===== config.mk =====
export PLATFORM = sky130hd
export DESIGN_NAME = kbd_matrix_scan
export DESIGN_NICKNAME = d
export VERILOG_FILES = /design/src/rtl/kbd_scan_pkg.sv /design/src/rtl/kbd_scan_ctrl.sv /design/src/rtl/kbd_scan_datapath.sv /design/src/rtl/kbd_scan_regs.sv /design/src/rtl/kbd_matrix_scan.sv
export SDC_FILE = /design/constraint.sdc
export NUM_CORES = 1
export LEC_CHECK = 0
export BUFFER_PORTS_ARGS = -buffer_cell sky130_fd_sc_hd__buf_2
export CAP_MARGIN = 30
export CORE_ASPECT_RATIO = 2
export CORE_MARGIN = 3
export CORE_UTILIZATION = 40
export DETAILED_ROUTE_END_ITERATION = 6
export SYNTH_ARGS = -nofsm -noshare
export SYNTH_HDL_FRONTEND = slang
export SYNTH_SLANG_ARGS = --single-unit

===== constraint.sdc =====
create_clock -name clk -period 16.4 [get_ports clk]
set_input_delay 3.28 -clock clk [delete_from_list [all_inputs] [get_ports clk]]
set_output_delay 3.28 -clock clk [all_outputs]
set_load 0.05 [all_outputs]

===== src/rtl/kbd_scan_pkg.sv =====
package kbd_scan_pkg;

  localparam int DBC_W       = 10;
  localparam int THR_W       = 4;
  localparam int MAX_ENTRIES = 8;
  localparam int ENT_CNT_W   = $clog2(MAX_ENTRIES + 1);
  localparam int ENT_IDX_W   = $clog2(MAX_ENTRIES);

  localparam int CTL_EN_BIT    = 0;
  localparam int CTL_IRQEN_BIT = 3;
  localparam int CTL_DBC_LSB   = 4;
  localparam int CTL_THR_LSB   = 14;
  localparam int STA_THR_BIT   = 2;
  localparam int STA_CNT_LSB   = 4;

  typedef struct packed {
    logic       valid;
    logic [3:0] row;
    logic [2:0] col;
  } keyEntry_t;

  typedef struct packed {
    logic rowStart;
    logic rowEnd;
    logic scanEnd;
  } scanStrobe_t;

  typedef enum logic [1:0] {
    S_IDLE  = 2'd0,
    S_DELAY = 2'd1,
    S_ROW   = 2'd2
  } scanState_t;

endpackage


===== src/rtl/kbd_scan_ctrl.sv =====
module kbd_scan_ctrl
  import kbd_scan_pkg::*;
#(
  parameter int NUM_ROWS   = 16,
  parameter int ROW_CYCLES = 16,
  parameter int START_DLY  = 5,
  localparam int ROW_IDX_W = $clog2(NUM_ROWS),
  localparam int CNT_W     = $clog2(ROW_CYCLES + (1 << DBC_W) + START_DLY)
) (
  input  logic                 clk,
  input  logic                 rstN,
  input  logic                 enable,
  input  logic [DBC_W-1:0]     dbc,
  output scanStrobe_t          strobe,
  output logic [ROW_IDX_W-1:0] rowIdx,
  output logic [NUM_ROWS-1:0]  rowDrive
);

  scanState_t       state;
  logic [CNT_W-1:0] cnt;
  logic [CNT_W-1:0] winLast;
  logic             rowActive;

  assign winLast   = CNT_W'(ROW_CYCLES) + CNT_W'(dbc) - CNT_W'(1);
  assign rowActive = enable && (state == S_ROW);

  always_ff @(posedge clk or negedge rstN) begin
    if (!rstN) begin
      state  <= S_IDLE;
      cnt    <= '0;
      rowIdx <= '0;
    end else if (!enable) begin
      state  <= S_IDLE;
      cnt    <= '0;
      rowIdx <= '0;
    end else begin
      unique case (state)
        S_IDLE: begin
          state <= S_DELAY;
          cnt   <= '0;
        end
        S_DELAY: begin
          if (cnt == CNT_W'(START_DLY - 1)) begin
            state  <= S_ROW;
            cnt    <= '0;
            rowIdx <= '0;
          end else begin
            cnt <= cnt + 1'b1;
          end
        end
        S_ROW: begin
          if (cnt == winLast) begin
            cnt <= '0;
            if (rowIdx == ROW_IDX_W'(NUM_ROWS - 1)) begin
              state  <= S_DELAY;
              rowIdx <= '0;
            end else begin
              rowIdx <= rowIdx + 1'b1;
            end
          end else begin
            cnt <= cnt + 1'b1;
          end
        end
        default: state <= S_IDLE;
      endcase
    end
  end

  always_comb begin
    strobe.rowStart = rowActive && (cnt == '0);
    strobe.rowEnd   = rowActive && (cnt == winLast);
    strobe.scanEnd  = strobe.rowEnd && (rowIdx == ROW_IDX_W'(NUM_ROWS - 1));
  end

  for (genvar r = 0; r < NUM_ROWS; r++) begin : g_drive
    assign rowDrive[r] = rowActive && (rowIdx == ROW_IDX_W'(r));
  end

endmodule


===== src/rtl/kbd_scan_datapath.sv =====
module kbd_scan_datapath
  import kbd_scan_pkg::*;
#(
  parameter int NUM_ROWS  = 16,
  parameter int NUM_COLS  = 8,
  localparam int ROW_IDX_W = $clog2(NUM_ROWS),
  localparam int RUN_W     = DBC_W + 1
) (
  input  logic                          clk,
  input  logic                          rstN,
  input  scanStrobe_t                   strobe,
  input  logic [ROW_IDX_W-1:0]          rowIdx,
  input  logic [NUM_COLS-1:0]           colIn,
  input  logic [DBC_W-1:0]              dbc,
  output logic [MAX_ENTRIES*8-1:0]      entFlat,
  output logic [MAX_ENTRIES-1:0]        validBits,
  output logic [ENT_CNT_W-1:0]          entCount,
  output logic [ENT_CNT_W-1:0]          nextCount
);

  logic [RUN_W-1:0] runCnt [NUM_COLS];
  logic [RUN_W-1:0] newRun [NUM_COLS];
  logic [NUM_COLS-1:0] pressed;

  keyEntry_t [MAX_ENTRIES-1:0] pend;
  keyEntry_t [MAX_ENTRIES-1:0] snap;
  keyEntry_t [MAX_ENTRIES-1:0] addList;
  logic [ENT_CNT_W-1:0]        pendCnt;
  logic [ENT_CNT_W-1:0]        addCnt;

  for (genvar c = 0; c < NUM_COLS; c++) begin : g_col
    always_comb begin
      if (!colIn[c])                 newRun[c] = '0;
      else if (strobe.rowStart)      newRun[c] = RUN_W'(1);
      else if (runCnt[c] == '1)      newRun[c] = runCnt[c];
      else                           newRun[c] = runCnt[c] + 1'b1;
    end
    assign pressed[c] = newRun[c] > RUN_W'(dbc);

    always_ff @(posedge clk or negedge rstN) begin
      if (!rstN) runCnt[c] <= '0;
      else       runCnt[c] <= newRun[c];
    end
  end

  always_comb begin
    addList = pend;
    addCnt  = pendCnt;
    if (strobe.rowEnd) begin
      for (int c = 0; c < NUM_COLS; c++) begin
        if (pressed[c] && (addCnt < ENT_CNT_W'(MAX_ENTRIES))) begin
          addList[addCnt[ENT_IDX_W-1:0]].valid = 1'b1;
          addList[addCnt[ENT_IDX_W-1:0]].row   = 4'(rowIdx);
          addList[addCnt[ENT_IDX_W-1:0]].col   = 3'(c);
          addCnt = addCnt + 1'b1;
        end
      end
    end
  end

  always_ff @(posedge clk or negedge rstN) begin
    if (!rstN) begin
      pend     <= '0;
      pendCnt  <= '0;
      snap     <= '0;
      entCount <= '0;
    end else begin
      if (strobe.rowStart && (rowIdx == '0)) begin
        pend    <= '0;
        pendCnt <= '0;
      end else if (strobe.rowEnd) begin
        pend    <= addList;
        pendCnt <= addCnt;
      end
      if (strobe.scanEnd) begin
        snap     <= addList;
        entCount <= addCnt;
      end
    end
  end

  assign entFlat   = snap;
  assign nextCount = addCnt;

  for (genvar i = 0; i < MAX_ENTRIES; i++) begin : g_valid
    assign validBits[i] = snap[i].valid;
  end

endmodule


===== src/rtl/kbd_scan_regs.sv =====
module kbd_scan_regs
  import kbd_scan_pkg::*;
(
  input  logic                     clk,
  input  logic                     rstN,
  input  logic                     regWe,
  input  logic [1:0]               regIdx,
  input  logic [31:0]              regWdata,
  output logic [31:0]              regRdata,
  input  logic [MAX_ENTRIES*8-1:0] entFlat,
  input  logic [ENT_CNT_W-1:0]     entCount,
  input  logic                     commit,
  input  logic [ENT_CNT_W-1:0]     nextCount,
  output logic                     enable,
  output logic [DBC_W-1:0]         dbc,
  output logic                     irq
);

  logic             irqEn;
  logic [THR_W-1:0] thr;
  logic             thrStat;
  logic             ctlWr;
  logic             staWr;
  logic             thrHit;

  assign ctlWr  = regWe && (regIdx == 2'd0);
  assign staWr  = regWe && (regIdx == 2'd1);
  assign thrHit = commit && (thr != '0) && (ENT_CNT_W'(nextCount) >= ENT_CNT_W'(thr));

  always_ff @(posedge clk or negedge rstN) begin
    if (!rstN) begin
      enable  <= 1'b0;
      irqEn   <= 1'b0;
      dbc     <= '0;
      thr     <= '0;
      thrStat <= 1'b0;
    end else begin
      if (ctlWr) begin
        enable <= regWdata[CTL_EN_BIT];
        irqEn  <= regWdata[CTL_IRQEN_BIT];
        dbc    <= regWdata[CTL_DBC_LSB +: DBC_W];
        thr    <= regWdata[CTL_THR_LSB +: THR_W];
      end
      if (thrHit)                            thrStat <= 1'b1;
      else if (staWr && regWdata[STA_THR_BIT]) thrStat <= 1'b0;
    end
  end

  assign irq = thrStat && irqEn;

  always_comb begin
    regRdata = '0;
    unique case (regIdx)
      2'd0: begin
        regRdata[CTL_EN_BIT]                = enable;
        regRdata[CTL_IRQEN_BIT]             = irqEn;
        regRdata[CTL_DBC_LSB +: DBC_W]      = dbc;
        regRdata[CTL_THR_LSB +: THR_W]      = thr;
      end
      2'd1: begin
        regRdata[STA_THR_BIT]               = thrStat;
        regRdata[STA_CNT_LSB +: ENT_CNT_W]  = entCount;
      end
      2'd2: regRdata = entFlat[31:0];
      default: regRdata = entFlat[63:32];
    endcase
  end

endmodule


===== src/rtl/kbd_matrix_scan.sv =====
module kbd_matrix_scan
  import kbd_scan_pkg::*;
#(
  parameter int NUM_ROWS   = 16,
  parameter int NUM_COLS   = 8,
  parameter int ROW_CYCLES = 16,
  parameter int START_DLY  = 5,
  localparam int ROW_IDX_W = $clog2(NUM_ROWS)
) (
  input  logic                clk,
  input  logic                rstN,
  input  logic                regWe,
  input  logic [1:0]          regIdx,
  input  logic [31:0]         regWdata,
  output logic [31:0]         regRdata,
  input  logic [NUM_COLS-1:0] colIn,
  output logic [NUM_ROWS-1:0] rowDrive,
  output logic                irq
);

  scanStrobe_t              strobe;
  logic [ROW_IDX_W-1:0]     rowIdx;
  logic                     enable;
  logic [DBC_W-1:0]         dbc;
  logic [MAX_ENTRIES*8-1:0] entFlat;
  logic [MAX_ENTRIES-1:0]   validBits;
  logic [ENT_CNT_W-1:0]     entCount;
  logic [ENT_CNT_W-1:0]     nextCount;
  logic                     scanCommit;

  assign scanCommit = strobe.scanEnd;

  kbd_scan_ctrl #(
    .NUM_ROWS  (NUM_ROWS),
    .ROW_CYCLES(ROW_CYCLES),
    .START_DLY (START_DLY)
  ) u_ctrl (
    .clk     (clk),
    .rstN    (rstN),
    .enable  (enable),
    .dbc     (dbc),
    .strobe  (strobe),
    .rowIdx  (rowIdx),
    .rowDrive(rowDrive)
  );

  kbd_scan_datapath #(
    .NUM_ROWS(NUM_ROWS),
    .NUM_COLS(NUM_COLS)
  ) u_dp (
    .clk      (clk),
    .rstN     (rstN),
    .strobe   (strobe),
    .rowIdx   (rowIdx),
    .colIn    (colIn),
    .dbc      (dbc),
    .entFlat  (entFlat),
    .validBits(validBits),
    .entCount (entCount),
    .nextCount(nextCount)
  );

  kbd_scan_regs u_regs (
    .clk      (clk),
    .rstN     (rstN),
    .regWe    (regWe),
    .regIdx   (regIdx),
    .regWdata (regWdata),
    .regRdata (regRdata),
    .entFlat  (entFlat),
    .entCount (entCount),
    .commit   (scanCommit),
    .nextCount(nextCount),
    .enable   (enable),
    .dbc      (dbc),
    .irq      (irq)
  );

endmodule


======== Word-level counts from Yosys, hierarchy flattened ========
Index checks and enable logic that the tools add are counted.
operators by class
  $add $sub $neg .......................... 20
  $lt $le $gt $ge ......................... 33
  equality and inequality tests ........... 34
  mux-type cells .......................... 155
  reduce and logical (&&, ||, !) cells .... 53
operator list
  operator                                                            count
  bitwise mux 64 bit                                                  24
  2-to-1 mux 64 bit                                                   18
  demux 8 bit (select 3 bit)                                          24
  2-to-1 mux 11 bit                                                   27
  adder 11 x 1 -> 11 bit (second input constant)                      9
  equality test 11 bit (second input constant)                        8
  > comparator 11 x 10 -> 1 bit                                       8
  2-to-1 mux 4 bit                                                    22
  2-to-1 mux 8 bit                                                    8
  2-to-1 mux 7 bit                                                    8
  logical AND 1 bit                                                   43
  adder 4 x 1 -> 4 bit (second input constant)                        9
  case mux 11 bit (3 select lines)                                    1
  equality test 4 bit (second input constant)                         8
  less-than comparator 3 x 4 -> 1 bit (second input constant)         8
  less-than comparator 4 bit (second input constant)                  8
  case mux 10 bit (3 select lines)                                    1
  case mux 14 bit (2 select lines)                                    1
  greater-or-equal comparator 3 x 1 -> 1 bit (second input constant)  8
  2-to-1 mux 3 bit                                                    8
  equality test 4 x 3 -> 1 bit (second input constant)                4
  != test 3 bit (second input constant)                               4
  case mux 4 bit (3 select lines)                                     1
  adder 5 x 10 -> 11 bit (first input constant)                       1
  other kinds (22)                                                    34
word-level totals
  flip-flop bits (word level) ............. 258
  input bits .............................. 45
  output and inout bits ................... 49

======== Longest topological paths before layout ========
  depth after elaboration ................. 50
  gate-level depth with buffers ........... 41

======== Modules after synthesis ========
From an unflattened synthesis, not the netlist that was laid out.
unflattened totals
  cell total of the unflattened synthesis .. 1,956
  area, all modules ....................... 17,883.4 sq um
by module, submodules not included
  module             instances  cells each  area each (sq um)  seq. area each (sq um)
  kbd_scan_datapath  1          1,613       14,715.4           5,605.4
  kbd_scan_ctrl      1          203         1,735.4            425.4
  kbd_scan_regs      1          140         1,432.6            425.4

======== Worst setup path before layout ========
OpenSTA, ideal clock, no wires.
  kind .................................... input -> register
  from .................................... input colIn[0]
  to ...................................... register u_regs.thrStat
  library setup time ...................... 0.135 ns
  arrival time ............................ 10.203 ns
  data required time ...................... 16.265 ns
  path slack .............................. 6.062 ns
  stages on the path ...................... 33
  path buffers ............................ 0
  cell sequence ........................... nand2_1 -> a21oi_1 -> ha_1 -> and4_1 -> a211o_1 -> a221oi_4 -> o21a_2 -> xnor2_1 -> nor3b_1 -> xnor2_1 -> inv_1 -> ha_1 -> nand2_1 -> a21boi_0 -> inv_1 -> ha_1 -> xnor3_1 -> o211ai_1 -> a21oi_1 -> and4_1 -> a211oi_2 -> inv_1 -> ha_1 -> nor3_2 -> nor2_1 -> ha_1 -> o21ai_0 -> o21ai_0 -> ha_1 -> a21o_1 -> a21o_1 -> a21oi_1 -> o31ai_1
RTL lines
  what                    RTL line               text
  start: declaration      kbd_matrix_scan.sv:16  input logic [NUM_COLS-1:0] colIn,
  end signal: assignment  kbd_scan_regs.sv:36    thrStat <= 1'b0;
  end signal: assignment  kbd_scan_regs.sv:44    if (thrHit) thrStat <= 1'b1;
  end signal: assignment  kbd_scan_regs.sv:45    else if (staWr && regWdata[STA_THR_BIT]) thrStat <= 1'b0;
  end: declaration        kbd_scan_regs.sv:21    logic thrStat;

==> impl_metrics.toml <==
[clocking]
h-tree-depth = 1
ctsHoldBuffers = 0
clkTransAtPathRegs_ns = 0.07
clock_latency_ns = 0.58
cts_setup_buffers = 0
cts_tree = "yes"
cts-root-buf = "clkbuf_16"
clockBufferDepth = 3
cts_resized = 0
cts_made_buffers = 25
cts.sinks = 258

[layout]
layout.nets = 2177
antenna_cells = 0
area_delta_synth_final_pct = 10.5
drive_gt1_frac = 0.118
final_cell_mix = "nand2_1 (258), dfrtp_1 (258), nor2_1 (189)"
fin_util = 0.451

[critical_path]
path_buf_inv = 3
r2r_slack_ns = 5.31
cp-startpoint = "colIn[0]"
crit_arrival_ns = 12.81
cp-start-kind = "input pin"
crit_family = "compound AO/OA/AOI/OAI gates"
r2r_end = "u_regs.thrStat$_DFFE_PN0P_"
endpoint_kind = "flop"
timing.critical_path.mode_cell = "ha_1"
worst-setup-path-type = "input pin to flop"
crit_path_max_fanout = 10
required_ns = 16.85
r2r-start = "u_ctrl.cnt[0]$_DFFE_PN0P_"
reg2regPathDepth = 38
worst_path_max_delay_cell = "o21ai_0"
slowest_delay_ns = 0.65

[drt]
drtIter0Drc = 893
drtAntennaViolNets = 0
first_pass_iters = 5
vias = 15200
routedWlPerCell_um = 21.8
routed_wl_um = 56200
drc_errors = 0
vias_per_cell = 5.87

[place]
routabilityCongestion = 0.978
place_hpwl_um = 43500
port_buffers = 78

[synthesis]
synth-main-ff-cell = "dfrtp_1"
postSynth.asyncResetShare = 1.00
netlist.area_leader.share = 0.369
syn_inst = 1962
synthTopCellsByArea = "dfrtp_1 (37%), ha_1 (7.9%), nand2_1 (5.6%)"
synth_top_area_cell = "dfrtp_1"
synth_area_sq_um = 17500
ys_seq_area_frac = 0.369
yosys_warnings = 0
ys_types = 118
synth.avg_cell_area_sq_um = 8.92
synth_edf_count = 0
syn_nets = 2118
ys_ff_latch = 258

[power]
comb_power_share = 0.249
power.total_uw = 1800
internal_power_uw = 1190
switchingPower_uw = 607
power_density_nw_per_um2 = 93.0
peakVddDrop_uv = 89.4
p_clk_frac = 0.340
seqPwrFrac = 0.411
p_leak_uw = 0.00898
switching_share = 0.338

[die]
io_pins = 94
die_x_um = 154
start_util = 0.408
row_count = 107
die_h_um = 302
core_sq_um = 42800
die-area_sq_um = 46400

[min_path]
min_from = "u_dp.entFlat[38]$_DFFE_PN0P_"
hold_path_class = "flop to flop"
holdPathEnd = "u_dp.entFlat[38]$_DFFE_PN0P_"
min_path_cells = 2

[sta]
fin_setup_tns_ns = 0
rsz0062_at_grt = "false"
hold_violations = 0
fin_crit_sh = 0.754
setup_viol = 0
finClkSkew_ns = 0.0360
worstMarginPinSlew_ns = 1.06
holdWs_ns = 0.465
max-slew-margin-rel = 0.293
maxSlewViolCount = 0
fmax_ghz = 0.0809
min_period_ns = 12.36

[global_routing]
grt_util_all_layers = 0.238
grt_pass1_wl_um = 87100
grt-ovfl-total = 0
first_global_vias = 15700
grt_antenna_before_repair = 0
grt_max_degree = 136

[status]
outcome = "finished, final reports clean"

[flow_run]
maxCapViolations = 0
==> worst max path at each step <==
stage | slack, ns | to | cells after the start
detailed placement | 3.55 | u_regs.thrStat$_DFFE_PN0P_ | 33
floorplan | 6.06 | u_regs.thrStat$_DFFE_PN0P_ | 33
global placement | 3.75 | u_regs.thrStat$_DFFE_PN0P_ | 33
global route | 3.53 | u_regs.thrStat$_DFFE_PN0P_ | 33
finish | 4.04 | u_regs.thrStat$_DFFE_PN0P_ | 33
CTS | 4.11 | u_regs.thrStat$_DFFE_PN0P_ | 33
==> per-stage QoR <==
stage | area, sq um | cells | setup slack (ns)
finish | 19300 | 2585 | 4.04
global route | 19300 | 2585 | 3.53
CTS | 19300 | 2585 | 4.11
detailed placement | 18500 | 2539 | 3.55
global placement | 18500 | 2536 | 3.75
floorplan | 17500 | 1962 | 6.06
==> area by class of cell <==
type / instances / area [sq um]
flip-flops and latches: 258 / 6460
clock buffers: 35 / 703
fillers: 4256 / 23500
multi-input cells: 1577 / 10500
inverters: 53 / 201
well taps: 545 / 682
clock inverters: 11 / 149
repair buffers: 106 / 606
==> cells by family (layout without fill, tap and decap cells) <==
family	Yosys count	count (layout)	share of synthesized area
AO/OA/AOI/OAI	488	488	0.190
XOR/XNOR	93	93	0.0538
adder cells (fa/ha/maj)	111	111	0.0794
buffers and inverters	127	205	0.0303
flip-flops	258	258	0.369
multiplexers	83	83	0.0519
AND/OR/NAND/NOR	802	802	0.225
==> flip-flops by register name, summed over array words and instances, names as in the netlist <==
signal	count
u_ctrl.cnt	11
u_regs.thr	4
u_dp.entCount	4
u_dp.runCnt	88
u_ctrl.state	2
u_regs.irqEn	1
u_dp.pend	64
u_ctrl.rowIdx	4
u_regs.enable	1
u_dp.pendCnt	4
u_regs.dbc	10
u_regs.thrStat	1
u_dp.entFlat	64
==> synth_stat cells, types with 32 or more instances <==
cell        n
a21oi_1    87
xnor2_1    32
dfrtp_1   258
nor2_1    191
clkbuf_1   50
nand3_1    68
nor3_1     39
nand4_1    37
and3_1     41
inv_1      48
o21ai_0   150
xor2_1     51
nand2_1   259
ha_1      111
mux2i_1    57
==> power by group through the flow <==
| stage | sequential (uW) | combinational [uW] | clock (uW) |
|---|---|---|---|
| 6_report | 739 | 447 | 611 |
| 3_5_place_dp | 750 | 449 | 0 |
| 3_3_place_gp | 747 | 436 | 0 |
| 4_1_cts | 738 | 450 | 625 |
| 2_1_floorplan | 732 | 305 | 0 |
| 5_1_grt | 745 | 498 | 646 |
==> metal layers <==
metal	GRT usage	wire length, um	share of wire
met1	0.229	19000	0.34
met2	0.461	30900	0.55
met3	0.0206	1500	0.027
met4	0.174	4840	0.086
met5	0	0	0
==> worst reg2reg max path: cells and delay by family, from the launching register on <==
kind | cells | cell delay (ns)
flip-flops | 1 | 0.45
XOR/XNOR | 1 | 0.38
AO/OA/AOI/OAI | 17 | 5.05
AND/OR/NAND/NOR | 10 | 2.71
adder cells (fa/ha/maj) | 6 | 1.75
buffers and inverters | 4 | 0.60
Power figures use the tool's default switching activity.
